<file path="src/rtl/cam_cmd_pkg.sv">
// Package: shared codes and types for the CAM command decoder.
// Assumes 4-bit operation codes and 4-bit register indices.
package cam_cmd_pkg;

    typedef enum logic [3:0] {
        K_MEM  = 4'd0,
        K_REG  = 4'd1,
        K_MOVE = 4'd2,
        K_CMP  = 4'd3,
        K_SETV = 4'd4,
        K_TBL  = 4'd5,
        K_INIT = 4'd6
    } op_kind_e;

    localparam logic [3:0] KIND_LAST = 4'd6;

    localparam logic [3:0] REG_CFG   = 4'd8;
    localparam logic [3:0] REG_ADDR  = 4'd10;
    localparam logic [3:0] REG_INSTR = 4'd12;
    localparam logic [3:0] REG_LAST  = 4'd12;

    localparam int CFG_W = 5;

    typedef struct packed {
        logic [2:0] mask_sel;
        logic       tbl_en;
        logic       sw_mode;
    } cfg_t;

endpackage

</file>
<file path="src/rtl/cam_cmd_strobe.sv">
// Module: finds the first clock edge of each active-low strobe assertion.
// Assumes the strobe is synchronous to clk.
module cam_cmd_strobe (
    input  logic clk,
    input  logic rst_n,
    input  logic cyc_n,
    output logic start
);
    logic prev_n;

    // Remember the previous strobe sample; reset counts as "high".
    always_ff @(posedge clk) begin
        if (!rst_n) prev_n <= 1'b1;
        else        prev_n <= cyc_n;
    end

    assign start = prev_n & ~cyc_n;

    a_r1_no_back_to_back: assert property (@(posedge clk) disable iff (!rst_n)
        start |=> !start);

endmodule

</file>
<file path="src/rtl/cam_cmd_decode.sv">
// Module: combinational decode of one bus cycle into an operation.
// Assumes the caller qualifies fire/bad/load_instr with the strobe start.
module cam_cmd_decode
    import cam_cmd_pkg::*;
#(
    parameter int AW = 12,
    parameter int IW = 8
) (
    input  logic          sw_mode,
    input  logic          ac_is_ctl,
    input  logic          wr_n,
    input  logic [AW-1:0] ac,
    input  logic [IW-1:0] instr,
    input  logic [AW-1:0] addr_reg,
    output logic          fire,
    output logic          bad,
    output logic          load_instr,
    output op_kind_e      kind,
    output logic [AW-1:0] addr,
    output logic [3:0]    regidx
);
    logic       use_code;
    logic [3:0] code;
    logic [3:0] oprnd;

    // Pick the opcode source by mode and classify the cycle.
    always_comb begin
        fire       = 1'b0;
        bad        = 1'b0;
        load_instr = 1'b0;
        use_code   = 1'b0;
        kind       = K_MEM;
        addr       = ac;
        regidx     = 4'd0;
        code       = ac[3:0];
        oprnd      = ac[7:4];
        if (!sw_mode) begin
            if (ac_is_ctl) use_code = 1'b1;
            else           fire     = 1'b1;
        end else begin
            code  = instr[3:0];
            oprnd = instr[7:4];
            if (ac_is_ctl) load_instr = ~wr_n;
            else           use_code   = 1'b1;
        end
        if (use_code) begin
            addr   = addr_reg;
            regidx = oprnd;
            if (code > KIND_LAST)                      bad = 1'b1;
            else if (code == 4'(K_REG) && oprnd > REG_LAST) bad = 1'b1;
            else begin
                fire = 1'b1;
                kind = op_kind_e'(code);
            end
        end
    end

    // an unused code never also issues an operation.
    always_comb begin
        a_r8_fire_or_bad: assert (!(fire && bad));
    end

endmodule

</file>
<file path="src/rtl/cam_cmd_regs.sv">
// Module: configuration, address and instruction registers of the decoder.
// Assumes write strobes are already qualified single-cycle pulses.
module cam_cmd_regs
    import cam_cmd_pkg::*;
#(
    parameter int AW = 12,
    parameter int DW = 32,
    parameter int IW = 8
) (
    input  logic          clk,
    input  logic          rst_n,
    input  logic          reg_we,
    input  logic [3:0]    reg_idx,
    input  logic          instr_ld,
    input  logic [DW-1:0] dq,
    output cfg_t          cfg,
    output logic [AW-1:0] addr_reg,
    output logic [IW-1:0] instr
);
    // Load the configuration on a write to its index.
    always_ff @(posedge clk) begin
        if (!rst_n)                             cfg <= '0;
        else if (reg_we && reg_idx == REG_CFG)  cfg <= cfg_t'(dq[CFG_W-1:0]);
    end

    // Load the indirect address register.
    always_ff @(posedge clk) begin
        if (!rst_n)                             addr_reg <= '0;
        else if (reg_we && reg_idx == REG_ADDR) addr_reg <= dq[AW-1:0];
    end

    // Load the instruction register by register write or software-mode load.
    always_ff @(posedge clk) begin
        if (!rst_n)                                          instr <= '0;
        else if (instr_ld || (reg_we && reg_idx == REG_INSTR)) instr <= dq[IW-1:0];
    end

    a_r6_instr_holds: assert property (@(posedge clk) disable iff (!rst_n)
        !instr_ld && !(reg_we && reg_idx == REG_INSTR) |=> $stable(instr));

    a_r5_cfg_holds: assert property (@(posedge clk) disable iff (!rst_n)
        !(reg_we && reg_idx == REG_CFG) |=> $stable(cfg));

endmodule

</file>
<file path="src/rtl/cam_cmd_dec.sv">
// Module: top of the CAM command decoder; registers one operation per strobe.
// Assumes DW >= AW and DW >= 8, synchronous inputs, active-low reset.
module cam_cmd_dec
    import cam_cmd_pkg::*;
#(
    parameter int AW = 12,
    parameter int DW = 32
) (
    input  logic          clk,
    input  logic          rst_n,
    input  logic          cyc_n,
    input  logic          wr_n,
    input  logic          ac_is_ctl,
    input  logic          vld_ctl,
    input  logic [AW-1:0] ac,
    input  logic [DW-1:0] dq,
    output logic          op_valid,
    output logic [3:0]    op_kind,
    output logic          op_write,
    output logic [AW-1:0] op_addr,
    output logic [3:0]    op_reg,
    output logic [DW-1:0] op_data,
    output logic          op_vbit,
    output logic          illegal,
    output logic          cfg_sw_mode,
    output logic          cfg_tbl_en,
    output logic [2:0]    cfg_mask_sel
);
    localparam int IW = 8;

    logic          start;
    logic          fire, bad, load_instr;
    op_kind_e      kind;
    logic [AW-1:0] dec_addr;
    logic [3:0]    regidx;
    cfg_t          cfg;
    logic [AW-1:0] addr_reg;
    logic [IW-1:0] instr;
    logic          issue;

    cam_cmd_strobe u_strobe (
        .clk   (clk),
        .rst_n (rst_n),
        .cyc_n (cyc_n),
        .start (start)
    );

    cam_cmd_decode #(.AW(AW), .IW(IW)) u_decode (
        .sw_mode    (cfg.sw_mode),
        .ac_is_ctl  (ac_is_ctl),
        .wr_n       (wr_n),
        .ac         (ac),
        .instr      (instr),
        .addr_reg   (addr_reg),
        .fire       (fire),
        .bad        (bad),
        .load_instr (load_instr),
        .kind       (kind),
        .addr       (dec_addr),
        .regidx     (regidx)
    );

    assign issue = start & fire;

    cam_cmd_regs #(.AW(AW), .DW(DW), .IW(IW)) u_regs (
        .clk      (clk),
        .rst_n    (rst_n),
        .reg_we   (issue & ~wr_n & (kind == K_REG)),
        .reg_idx  (regidx),
        .instr_ld (start & load_instr),
        .dq       (dq),
        .cfg      (cfg),
        .addr_reg (addr_reg),
        .instr    (instr)
    );

    // Register the operation pulse, illegal pulse and operation payload.
    always_ff @(posedge clk) begin
        if (!rst_n) begin
            op_valid <= 1'b0;
            illegal  <= 1'b0;
            op_kind  <= '0;
            op_write <= 1'b0;
            op_addr  <= '0;
            op_reg   <= '0;
            op_data  <= '0;
            op_vbit  <= 1'b0;
        end else begin
            op_valid <= issue;
            illegal  <= start & bad;
            if (issue) begin
                op_kind  <= 4'(kind);
                op_write <= ~wr_n;
                op_addr  <= dec_addr;
                op_reg   <= regidx;
                op_data  <= dq;
                op_vbit  <= (kind == K_MEM) & ~wr_n & vld_ctl;
            end
        end
    end

    assign cfg_sw_mode  = cfg.sw_mode;
    assign cfg_tbl_en   = cfg.tbl_en;
    assign cfg_mask_sel = cfg.mask_sel;

    a_r1_single_pulse: assert property (@(posedge clk) disable iff (!rst_n)
        op_valid |=> !op_valid);

    a_r1_from_start: assert property (@(posedge clk) disable iff (!rst_n)
        (op_valid || illegal) |-> $past(start));

    a_r8_one_cycle: assert property (@(posedge clk) disable iff (!rst_n)
        illegal |=> !illegal);

    a_r8_exclusive: assert property (@(posedge clk) disable iff (!rst_n)
        !(op_valid && illegal));

    a_r3_direct_vbit: assert property (@(posedge clk) disable iff (!rst_n)
        op_valid && op_kind == 4'(K_MEM) && op_write && !$past(cfg.sw_mode) && !$past(ac_is_ctl)
        |-> op_vbit == $past(vld_ctl));

    a_r7_indirect_addr: assert property (@(posedge clk) disable iff (!rst_n)
        op_valid && op_kind == 4'(K_MEM) && $past(cfg.sw_mode) |-> op_addr == $past(addr_reg));

endmodule

</file>
<file path="config.mk">
export PLATFORM = sky130hd
export DESIGN_NAME = cam_cmd_dec
export DESIGN_NICKNAME = d
export VERILOG_FILES = /design/src/rtl/cam_cmd_pkg.sv /design/src/rtl/cam_cmd_strobe.sv /design/src/rtl/cam_cmd_decode.sv /design/src/rtl/cam_cmd_regs.sv /design/src/rtl/cam_cmd_dec.sv
export SDC_FILE = /design/constraint.sdc
export NUM_CORES = 1
export LEC_CHECK = 0
export ABC_AREA = 1
export BUFFER_PORTS_ARGS = -buffer_cell sky130_fd_sc_hd__buf_2
export CAP_MARGIN = 15
export CORE_AREA = 3 3 113 115
export CTS_BUF_LIST = sky130_fd_sc_hd__clkbuf_8
export CTS_CLUSTER_SIZE = 8
export DETAILED_ROUTE_END_ITERATION = 6
export DIE_AREA = 0 0 116 118
export PLACE_DENSITY_LB_ADDON = 0.15
export SYNTH_ARGS = -nofsm -noshare
export SYNTH_HDL_FRONTEND = slang
export SYNTH_HIERARCHICAL = 1
export SYNTH_SLANG_ARGS = --single-unit
</file>
<file path="constraint.sdc">
create_clock -name clk -period 7.34 [get_ports clk]
set_input_delay 2.202 -clock clk [delete_from_list [all_inputs] [get_ports clk]]
set_output_delay 2.202 -clock clk [all_outputs]
set_load 0.02 [all_outputs]
</file>
After elaboration in Yosys (flattened, before gate mapping)
Cells that the tools add are included.
{ "totals": {"reg_bits": 82, "out_inout_bits": 61, "wordCells": 56} }
{ "classes": {"order_cmp": 2, "eq_ne": 5, "mux": 19, "n_bitwise": 10, "n_reduce_logical": 6} }
{ "op_table": {"columns": ["op", "count"], "rows": [
  ["two-way mux 4 bit", 6],
  ["== test 4 bit, second input constant", 3],
  ["two-way mux 1 bit", 12],
  ["two-way mux 12 bit", 1],
  ["bitwise AND 1 bit", 8],
  ["== test 4 x 1 -> 1 bit, second input constant", 2],
  ["greater-than comparator 4 x 3 -> 1 bit, second input constant", 1],
  ["greater-than comparator 4 bit, second input constant", 1],
  ["logical AND 1 bit", 4],
  ["zero test 4 bit", 1],
  ["NOT 1 bit", 2],
  ["logical OR 1 bit", 1]
]} }

Logic depth before layout (Yosys ltp)
Gate-level depths: netlist of the first run.
{ "logic_depth": {"depth_word": 11, "mapped_depth": 20, "ltp_nobuf": 19} }

Modules after synthesis
Netlist of the first run, hierarchy kept.
{ "modules_own_cells": {"columns": ["mod", "instances", "cells_each", "area_each_um2", "seq_area_each_um2"], "rows": [
  ["cam_cmd_dec", 1, 247, 2010.7, 1121.1],
  ["cam_cmd_regs", 1, 134, 1048.5, 500.5],
  ["cam_cmd_decode", 1, 101, 437.9, 0.0],
  ["cam_cmd_strobe", 1, 5, 35.0, 20.0]
]} }

Least setup slack after synthesis of the first run
Ideal clock, no wire load.
{ "synth_timing": {"path_kind": "input -> register", "from": "in ac_is_ctl", "to": "reg u_regs.addr_reg[0]", "setup_time_ns": 0.115, "arrival_time_ns": 4.060, "required_time_ns": 7.225, "setup_slack_ns": 3.165, "path_stages": 17, "path_buffers": 2, "cell_sequence": "inv_1 -> ha_1 -> buf_2 -> inv_1 -> nor2_2 -> nand2_1 -> nand2_1 -> nand2_4 -> nor2_4 -> inv_1 -> nor4_1 -> nand2_1 -> nor2_1 -> nand2_1 -> buf_6 -> o21ai_1 -> nor2_1"} }
{ "synth_between": {"elab_chain_len": 9, "elab_cells_between_ends": 15, "cone_classes": "eq/ne (2); mux (9); bitwise (3); reduce/logical (1)"} }
{ "synth_rtl": {"columns": ["element", "line", "source"], "rows": [
  ["from (decl)", "cam_cmd_dec.sv:13", "input logic ac_is_ctl,"],
  ["two-way mux 1 bit", "cam_cmd_decode.sv:38, cam_cmd_decode.sv:43", null],
  ["two-way mux 1 bit", "cam_cmd_decode.sv:37", "if (!sw_mode) begin"],
  ["two-way mux 1 bit", "cam_cmd_decode.sv:50", "else if (code == 4'(K_REG) && oprnd > REG_LAST) bad = 1'b1;"],
  ["two-way mux 1 bit", "cam_cmd_decode.sv:49", "if (code > KIND_LAST) bad = 1'b1;"],
  ["two-way mux 1 bit *", "cam_cmd_decode.sv:46", "if (use_code) begin"],
  ["via fire", "cam_cmd_dec.sv:32", "logic fire, bad, load_instr;"],
  ["bitwise AND 1 bit *", "cam_cmd_dec.sv:63", "assign issue = start & fire;"],
  ["bitwise AND 1 bit * (2 in series)", "cam_cmd_dec.sv:68", ".reg_we (issue & ~wr_n & (kind == K_REG)),"],
  ["logical AND 1 bit *", "cam_cmd_regs.sv:29", "else if (reg_we && reg_idx == REG_ADDR) addr_reg <= dq[AW-1:0];"],
  ["to (signal assigned)", "cam_cmd_regs.sv:29", null],
  ["to (decl)", "cam_cmd_regs.sv:17", "output logic [AW-1:0] addr_reg,"]
]} }
Mark *: on every way through the listed nets, which the timed path passes. The rest lies on a longest branch.
A chain may end at the register's enable or synchronous reset.

Worst setup path after layout of the first run
{ "layout_timing": {"from": "in ac_is_ctl", "to": "reg u_regs.addr_reg[11]"} }
The elaborated chain is that of the path after synthesis.

==> results of run 1 <==
[layer usage]
layer	share of wire [%]	up-vias	track usage (%)
met3	4.8	11	2.57
met2	45	74	21.8
met1	48	1458	20.0
met5	0	-	0
met4	1.6	0	5.58
li1	-	1727	-
[power by group through the flow]
stage	sequential, mW	clock (mW)	combinational (mW)
after global routing	0.480	0.337	0.156
after global placement	0.487	0	0.141
after CTS	0.477	0.317	0.142
after detailed placement	0.488	0	0.142
final	0.477	0.303	0.140
after floorplan	0.514	0	0.0671
[worst paths after layout]
check	start	end	slack (ns)	cells past startpoint
max	ac_is_ctl	u_regs/addr_reg[11]	1.77	16
min	op_write	op_write	0.48	2
max reg2reg	u_regs/cfg[0]	u_regs/addr_reg[11]	2.81	15
min reg2reg	op_write	op_write	0.48	2
[worst max-delay path, stage by stage]
cell	delay, ns
buf_2	0.08
inv_1	0.05
ha_1	0.55
inv_1	0.32
nor2_2	0.20
nand2_1	0.08
nand2_1	0.10
nand2_4	0.29
nor2_4	0.19
inv_1	0.07
nor4_1	0.15
nand2_1	0.14
nor2_1	0.60
nand2_1	0.44
o21ai_0	0.26
nor2_1	0.06
[per-stage QoR]
step	instance area, um^2	utilization, %	power, mW
2_1_floorplan	3530	-	0.582
3_3_place_gp	4060	34.1	0.628
3_5_place_dp	4060	34.1	0.629
4_1_cts	4240	35.6	0.936
5_1_grt	4240	35.6	0.972
6_report	4240	35.6	0.919
[kinds of logic after synthesis]
family | Yosys count | share of synthesized area [%]
AND/OR/NAND/NOR | 232 | 27.2
AO/OA/AOI/OAI | 104 | 15.4
other | 1 | 0.106
flip-flops | 82 | 46.5
adder cells (fa/ha/maj) | 1 | 0.354
buffers and inverters | 67 | 10.5
[cell type report]
| class | count | area, um^2 |
|---|---|---|
| fill | 1331 | 7670 |
| sequential | 82 | 1640 |
| multi-input combinational | 338 | 1520 |
| timing repair buffer | 111 | 558 |
| tap | 147 | 184 |
| inverter | 40 | 158 |
| clock buffer | 11 | 151 |
| clock inverter | 5 | 28.8 |
[synth_stat cells]
master / instances
a21boi_0: 5
a21oi_1: 26
a21oi_2: 1
buf_12: 1
buf_2: 6
buf_4: 1
buf_6: 4
buf_8: 4
clkbuf_1: 6
clkbuf_2: 4
clkbuf_4: 1
conb_1: 1
dfxtp_1: 82
ha_1: 1
inv_1: 37
inv_2: 2
inv_8: 1
nand2_1: 72
nand2_2: 3
nand2_4: 1
nand3_1: 9
nand3_2: 2
nand3_4: 1
nand4_1: 5
nor2_1: 133
nor2_2: 2
nor2_4: 2
nor3_1: 1
nor4_1: 1
o21ai_0: 59
o21ai_1: 11
o21ai_2: 2
==> results, run 1 <==
- Per report_power, the combinational group accounts for 15.2% of the total.
- The run finished with clean final reports.
- The wire-length estimate of the detail-placed layout is 6920 um.
- In the routed layout, each cell is associated on average with a via count of 4.46.
- In this run the biggest area consumer among cell types represents 46.5% of the synthesized area.
- The number of standard-cell rows in the floorplan is 40.
- Synthesis produced a netlist with a net count of 538.
- In the final layout, the share of cells above drive strength 1 is 24.5%.
- Measured against its own limit, the worst slew margin works out to 49.6%.
- The count of pins over their slew limit was 0.
- The transition time at the pin with the least slew margin is 0.754 ns.
- Synthesis produced 487 cells.
- The congestion estimate from routability-driven global placement came to 0.791.
- The number of antenna violations at the first check in global routing is 0.
- The count of final hold-check violations is 0.
- During I/O placement, the number of pins put on the boundary was 111.
- The TritonCTS clock tree is built.
- The relative area change from synthesis to final layout is 20.1%.
- The first-pass GRT wire length is 15600 um.
- The type of element capturing the critical path is a register.
- The share of total power consumed by net switching is 29.0%.
- The number of global-route vias before repair is 3049.
- The sink count of the clock tree is 82.
- 0 antenna diodes ended up in the layout.
- The leakage power total is 2.04 nW.
- The clock slew at the register clock pins of the worst setup and hold paths is 0.08 ns.
- The die is 116 um wide.
- The overall via count from detail_route is 3270.
- The Yosys step of the flow raised 6 warnings.
- In this run the number of H-tree levels came out at 3.
- Data arrives at the worst endpoint at 5.81 ns.
- The internal portion of the total power is 0.653 mW.
- The full die area is 13700 um^2.
- The post-layout minimum cycle time is 5.57 ns.
- The number of flip-flops under the largest register name is 32.
- The vertical die dimension is 118 um.
- The final instance count without filler cells is 734.
- The worst hold path class is reg -> reg.
- The startpoint type of the worst setup path is a primary input.
- The number of gates given a new drive strength after cts is 0.
- The register share of total power is 51.9%.
- The worst slack at placement is 1.42 ns.
- The data required time at the worst endpoint is 7.58 ns.
- The proportion of power drawn by the clock network is 32.9%.
- The total congestion overflow is 0.
- The switching power total is 0.267 mW.
- The number of buffers inserted for hold repair after clock tree synthesis is 0.
- Max-cap violations in this run came to 0.
- The post-route fraction of the period consumed by the critical path is 75.8%.
- The maximum number of pins on one net before global-route repair is 80.
- Once the floorplan was initialized, standard cells occupied 29.7% of the core.
- The number of buffers on the longest clock path is 2.
- For this run, design rule violations remaining after detail routing come to 0.
- The total negative slack is 0 ns.
- The later-pin clock latency in the skew report is 0.34 ns.
- The synthesized design contains 82 register bits.
- After floorplanning, the core was sized to cover 11900 um^2.
- The total CTS buffers is 9.
- The maximum resistive drop on vdd is 0.0000763 V.
- The largest total area in the synthesized netlist belongs to dfxtp_1.
- Leaving out fill and tap cells, the most frequent cell in the layout is nor2_1.
- Leaving out fill and tap cells, the most frequent cells in the layout are 133 x nor2_1, 110 x buf_2, 82 x dfxtp_1.
- The category of the most critical setup path is in -> reg.
- During placement, the flow inserted port buffers numbering 110.
- The timing-limited maximum frequency is 180 MHz.
- Buffers added to address setup during post-CTS repair amount to 0.
- Synthesis instantiated 32 different standard cells from the library.
- The share of the yosys chip area belonging to registers is 46.5%.
- Dividing the synthesized area by the synthesized cell count gives 7.25 um^2.
- Sorting the synthesized cells by area gives the leading types as dfxtp_1 46%, nor2_1 14%, o21ai_0 8.4%.
- Setup repair after global routing left no endpoint under its margin.
- The final worst setup slack is 1.77 ns.
- After the last flow step, the layout net total stands at 633.
- Dividing the detail-routed wire length by the instance count gives 13.2 um.
- Setup violations remaining at the end of the flow were counted as 0.
- The total track usage is 14.3%.
- The count of TritonRoute iterations in the first routing pass is 4.
- The highest fanout seen on the critical path is 54.
- For this design the ratio of total power to cell area is 217 nW/um^2.
- The final layout contains routed wiring with a total length of 9660 um.
- The clock skew is 0.00706 ns.
- Once detail routing completed, the nets flagged for antenna violations numbered 0.
- The post-synthesis cell area is 3530 um^2.
- The cell chosen for the clock root is clkbuf_8.
- Once placement completed, the tool counted placed cells totaling 718.
- On the final layout, the worst hold slack is 0.476 ns.
- The number of DRC markers after the initial detailed-route iteration is 173.
Note: power is estimated with default switching activity, not from simulation.
==> inputs of run 2 (changes only) <==
Clock period 7.34 ns to 5 ns, I/O delays scaled along.
==> run 2 against run 1 <==
- design area is 1.3% higher
- critical path type unchanged
- largest cell class unchanged
- core utilization is 0.46 points higher
- die area stayed put
- largest power group unchanged
- combinational power is 49% higher
==> results, run 2 (synthesis results as in run 1) <==
- The data required time at the worst endpoint was 5.26 ns (-2.32 ns).
- The antenna violation net count after detailed routing is 0 (unchanged).
- The number of flip-flops under the largest register name is 32 (unchanged).
- The launching element of the worst setup path is ac_is_ctl.
- The clock period could shrink to 4.08 ns.
- The type of element capturing the critical path is a register.
- The overall routed net length came to 9970 um (+3.2%).
- The last weighted congestion value of the routability-driven placer is 0.745 (-5.8%).
- The max-cap check violation count is 0 (unchanged).
- The kind of cell with the highest combined delay along the critical path is simple AND/OR/NAND/NOR gates.
- The overall via count from detail_route is 3317 (+1.4%).
- The chip width is 116 um (unchanged).
- The full die area came to 13700 um^2 (unchanged).
- The number of global-route vias before repair is 3119 (+2.3%).
- The proportion of layout cells with a drive suffix above 1 is 24.9% (+0.34 points).
- The critical path is of the in -> reg type.
- The number of DRC markers after the initial detailed-route iteration was 149 (-14%).
- The maximum number of pins on one net before global-route repair is 60 (-25%).
- The count of buffers inserted at the top-level ports was 110 (unchanged).
- The count of final hold-check violations was 0 (unchanged).
- The later-pin clock latency in the skew report is 0.36 ns (+0.02 ns).
- The via count normalized by instance count is 4.49 (+0.89%).
- The worst hold path begins at op_write.
- The number of antenna violations at the first check in global routing came to 0 (unchanged).
- The highest fanout seen on the critical path was 18 (-67%).
- The half-perimeter wire length after placement is 7160 um (+3.5%).
- The core area was 11900 um^2 (unchanged).
- The total CTS buffers is 9 (unchanged).
- The H-tree depth is 3 (unchanged).
- Walking the worst path, the cells encountered are buf_2 -> inv_1 -> ha_1 -> inv_1 -> nor2_2 -> nand2_1 -> nor2_1 -> inv_1 -> nor4_1 -> nand2_1 -> nor2_1 -> buf_4 -> nand2_1 -> o21ai_0 -> nor2_1.
- The starting density of the core is 29.7% (unchanged).
- The power density relative to cell area is 327 nW/um^2 (+51%).
- The worst path uses 81.5% of the clock period.
- The setup fix buffers added after clock tree synthesis is 0 (unchanged).
- The number of standard-cell rows in the floorplan is 40 (unchanged).
- The number of buffers on the longest clock path is 2 (unchanged).
- The count of pins over their slew limit is 0 (unchanged).
- The library cell used most frequently in the layout, excluding fill and tap cells, is nor2_1.
- The arrival time at the worst endpoint came to 4.33 ns (-1.48 ns).
- The fill cell total of the finished layout is 1301 (-2.3%).
- The vertical die dimension came to 118 um (unchanged).
- The run finished with clean final reports.
- The mean routed wirelength per cell is 13.5 um (+2.7%).
- The maximum resistive drop on vdd is 0.000183 V (+140%).
- The share of the core filled with cells in the final layout is 36.1% (+0.46 points).
- Setup repair after global routing left no endpoint under its margin.
- The antenna diode count is 0 (unchanged).
- The worst slew slack as a fraction of its limit is 36.7% (-13 points).
- The count of TritonRoute iterations in the first routing pass came to 4 (unchanged).
- The total negative slack was 0 ns (unchanged).
- The total track usage was 15.1% (+0.76 points).
- The first-pass GRT wire length is 16100 um (+3.3%).
- The total setup violations reported at the end of the flow was 0 (unchanged).
- The final instance count without filler cells is 738 (+0.54%).
- The total congestion overflow is 0 (unchanged).
- The total number of nets in the final design is 637 (+0.63%).
- The leakage power total came to 2.06 nW (+1.2%).
- The number of gates given a new drive strength after cts is 0 (unchanged).
- The clock slew at the register clock pins of the worst setup and hold paths was 0.08 ns (about the same).
- The remaining design rule violation count is 0 (unchanged).
- The TritonCTS clock tree is built.
- The clock skew is 0.0137 ns (+0.00667 ns).
- The delay of the slowest cell on the worst path is 0.57 ns (-0.03 ns).
- The worst hold path class is reg -> reg.
- The sink count of the clock tree is 82 (unchanged).
- The startpoint type of the worst setup path is a primary input.
- The placed cell count is 722 (+0.56%).
- In this run the clock root is driven by a clkbuf_8.
- The buffers plus inverters on the worst setup path is 5 (+1).
- The worst register-to-register path begins at u_regs/cfg[0].
- The cell with the biggest individual delay on the critical path is ha_1.
- From synthesis to final layout, the design area changed by 21.6%.
- The number of buffers inserted for hold repair after clock tree synthesis came to 0 (unchanged).
- The transition time at the pin with the least slew margin is 0.950 ns (+0.196 ns).
- The number of top-level design ports is 111 (unchanged).
- The top cell types in the final layout, fill and taps aside, are 133 x nor2_1, 110 x buf_2, 82 x dfxtp_1.
- Derived from the worst setup path, the maximum achievable clock frequency is 245 MHz.
==> run 2: cell types whose count changed in the layout (fill, tap and decap cells not counted) <==
cell and delta:
buf_4 +4, clkinv_2 -3, clkinvlp_4 +2, bufinv_16 +1, clkinv_4 -1, inv_1 +1
==> run 2: worst paths after layout <==
| path | to | slack, ns | cells past startpoint |
|---|---|---|---|
| worst max-delay path | u_regs/addr_reg[11] | 0.92 | 15 |
| worst min-delay path | op_write | 0.48 | 2 |
| worst max register to register | u_regs/addr_reg[11] | 1.53 | 15 |
| worst min register to register | op_write | 0.48 | 2 |
==> run 2: cell type report <==
type	instances	area, um^2	share of cell area [%]
Inverter	40	158	3.67
Timing Repair Buffer	115	588	13.7
Clock buffer	11	151	3.52
Sequential cell	82	1640	38.2
Clock inverter	5	53.8	1.25
Tap cell	147	184	4.28
Multi-Input combinational cell	338	1520	35.4
==> run 2: worst reg2reg max path, stage by stage (launching register included) <==
cell and delay, ns:
dfxtp_1 0.31, buf_4 0.21, inv_2 0.11, ha_1 0.59, inv_1 0.33, nor2_2 0.19, nand2_1 0.08, nor2_1 0.18
inv_1 0.09, nor4_1 0.27, nand2_1 0.13, nor2_1 0.10, buf_4 0.19, nand2_1 0.26, o21ai_0 0.26, nor2_1 0.06
==> run 2: report_power, final <==
group | switching (mW) | internal [mW] | total, mW
combinational | 0.138 | 0.0691 | 0.208
clock | 0.240 | 0.255 | 0.495
sequential | 0.0151 | 0.685 | 0.700
total | 0.394 | 1.01 | 1.40
==> run 2: per-stage QoR <==
| stage | instance area [um^2] | total power, mW | setup slack, ns | hold WS (ns) |
|---|---|---|---|---|
| 3_3_place_gp | 4090 | 0.924 | 0.708 | 0.460 |
| 2_1_floorplan | 3530 | 0.854 | 1.53 | 0.451 |
| 3_5_place_dp | 4090 | 0.928 | 0.551 | 0.465 |
| 6_report | 4300 | 1.40 | 0.923 | 0.476 |
| 5_1_grt | 4300 | 1.49 | 0.591 | 0.503 |
| 4_1_cts | 4300 | 1.43 | 0.962 | 0.478 |
==> run 2: layer usage <==
metal | track usage [%] | part of all wire [%] | vias up
met4 | 3.92 | 0.38 | 0
li1 | - | - | 1738
met5 | 0 | 0 | -
met1 | 20.0 | 47 | 1499
met3 | 5.19 | 5.5 | 2
met2 | 23.3 | 47 | 78
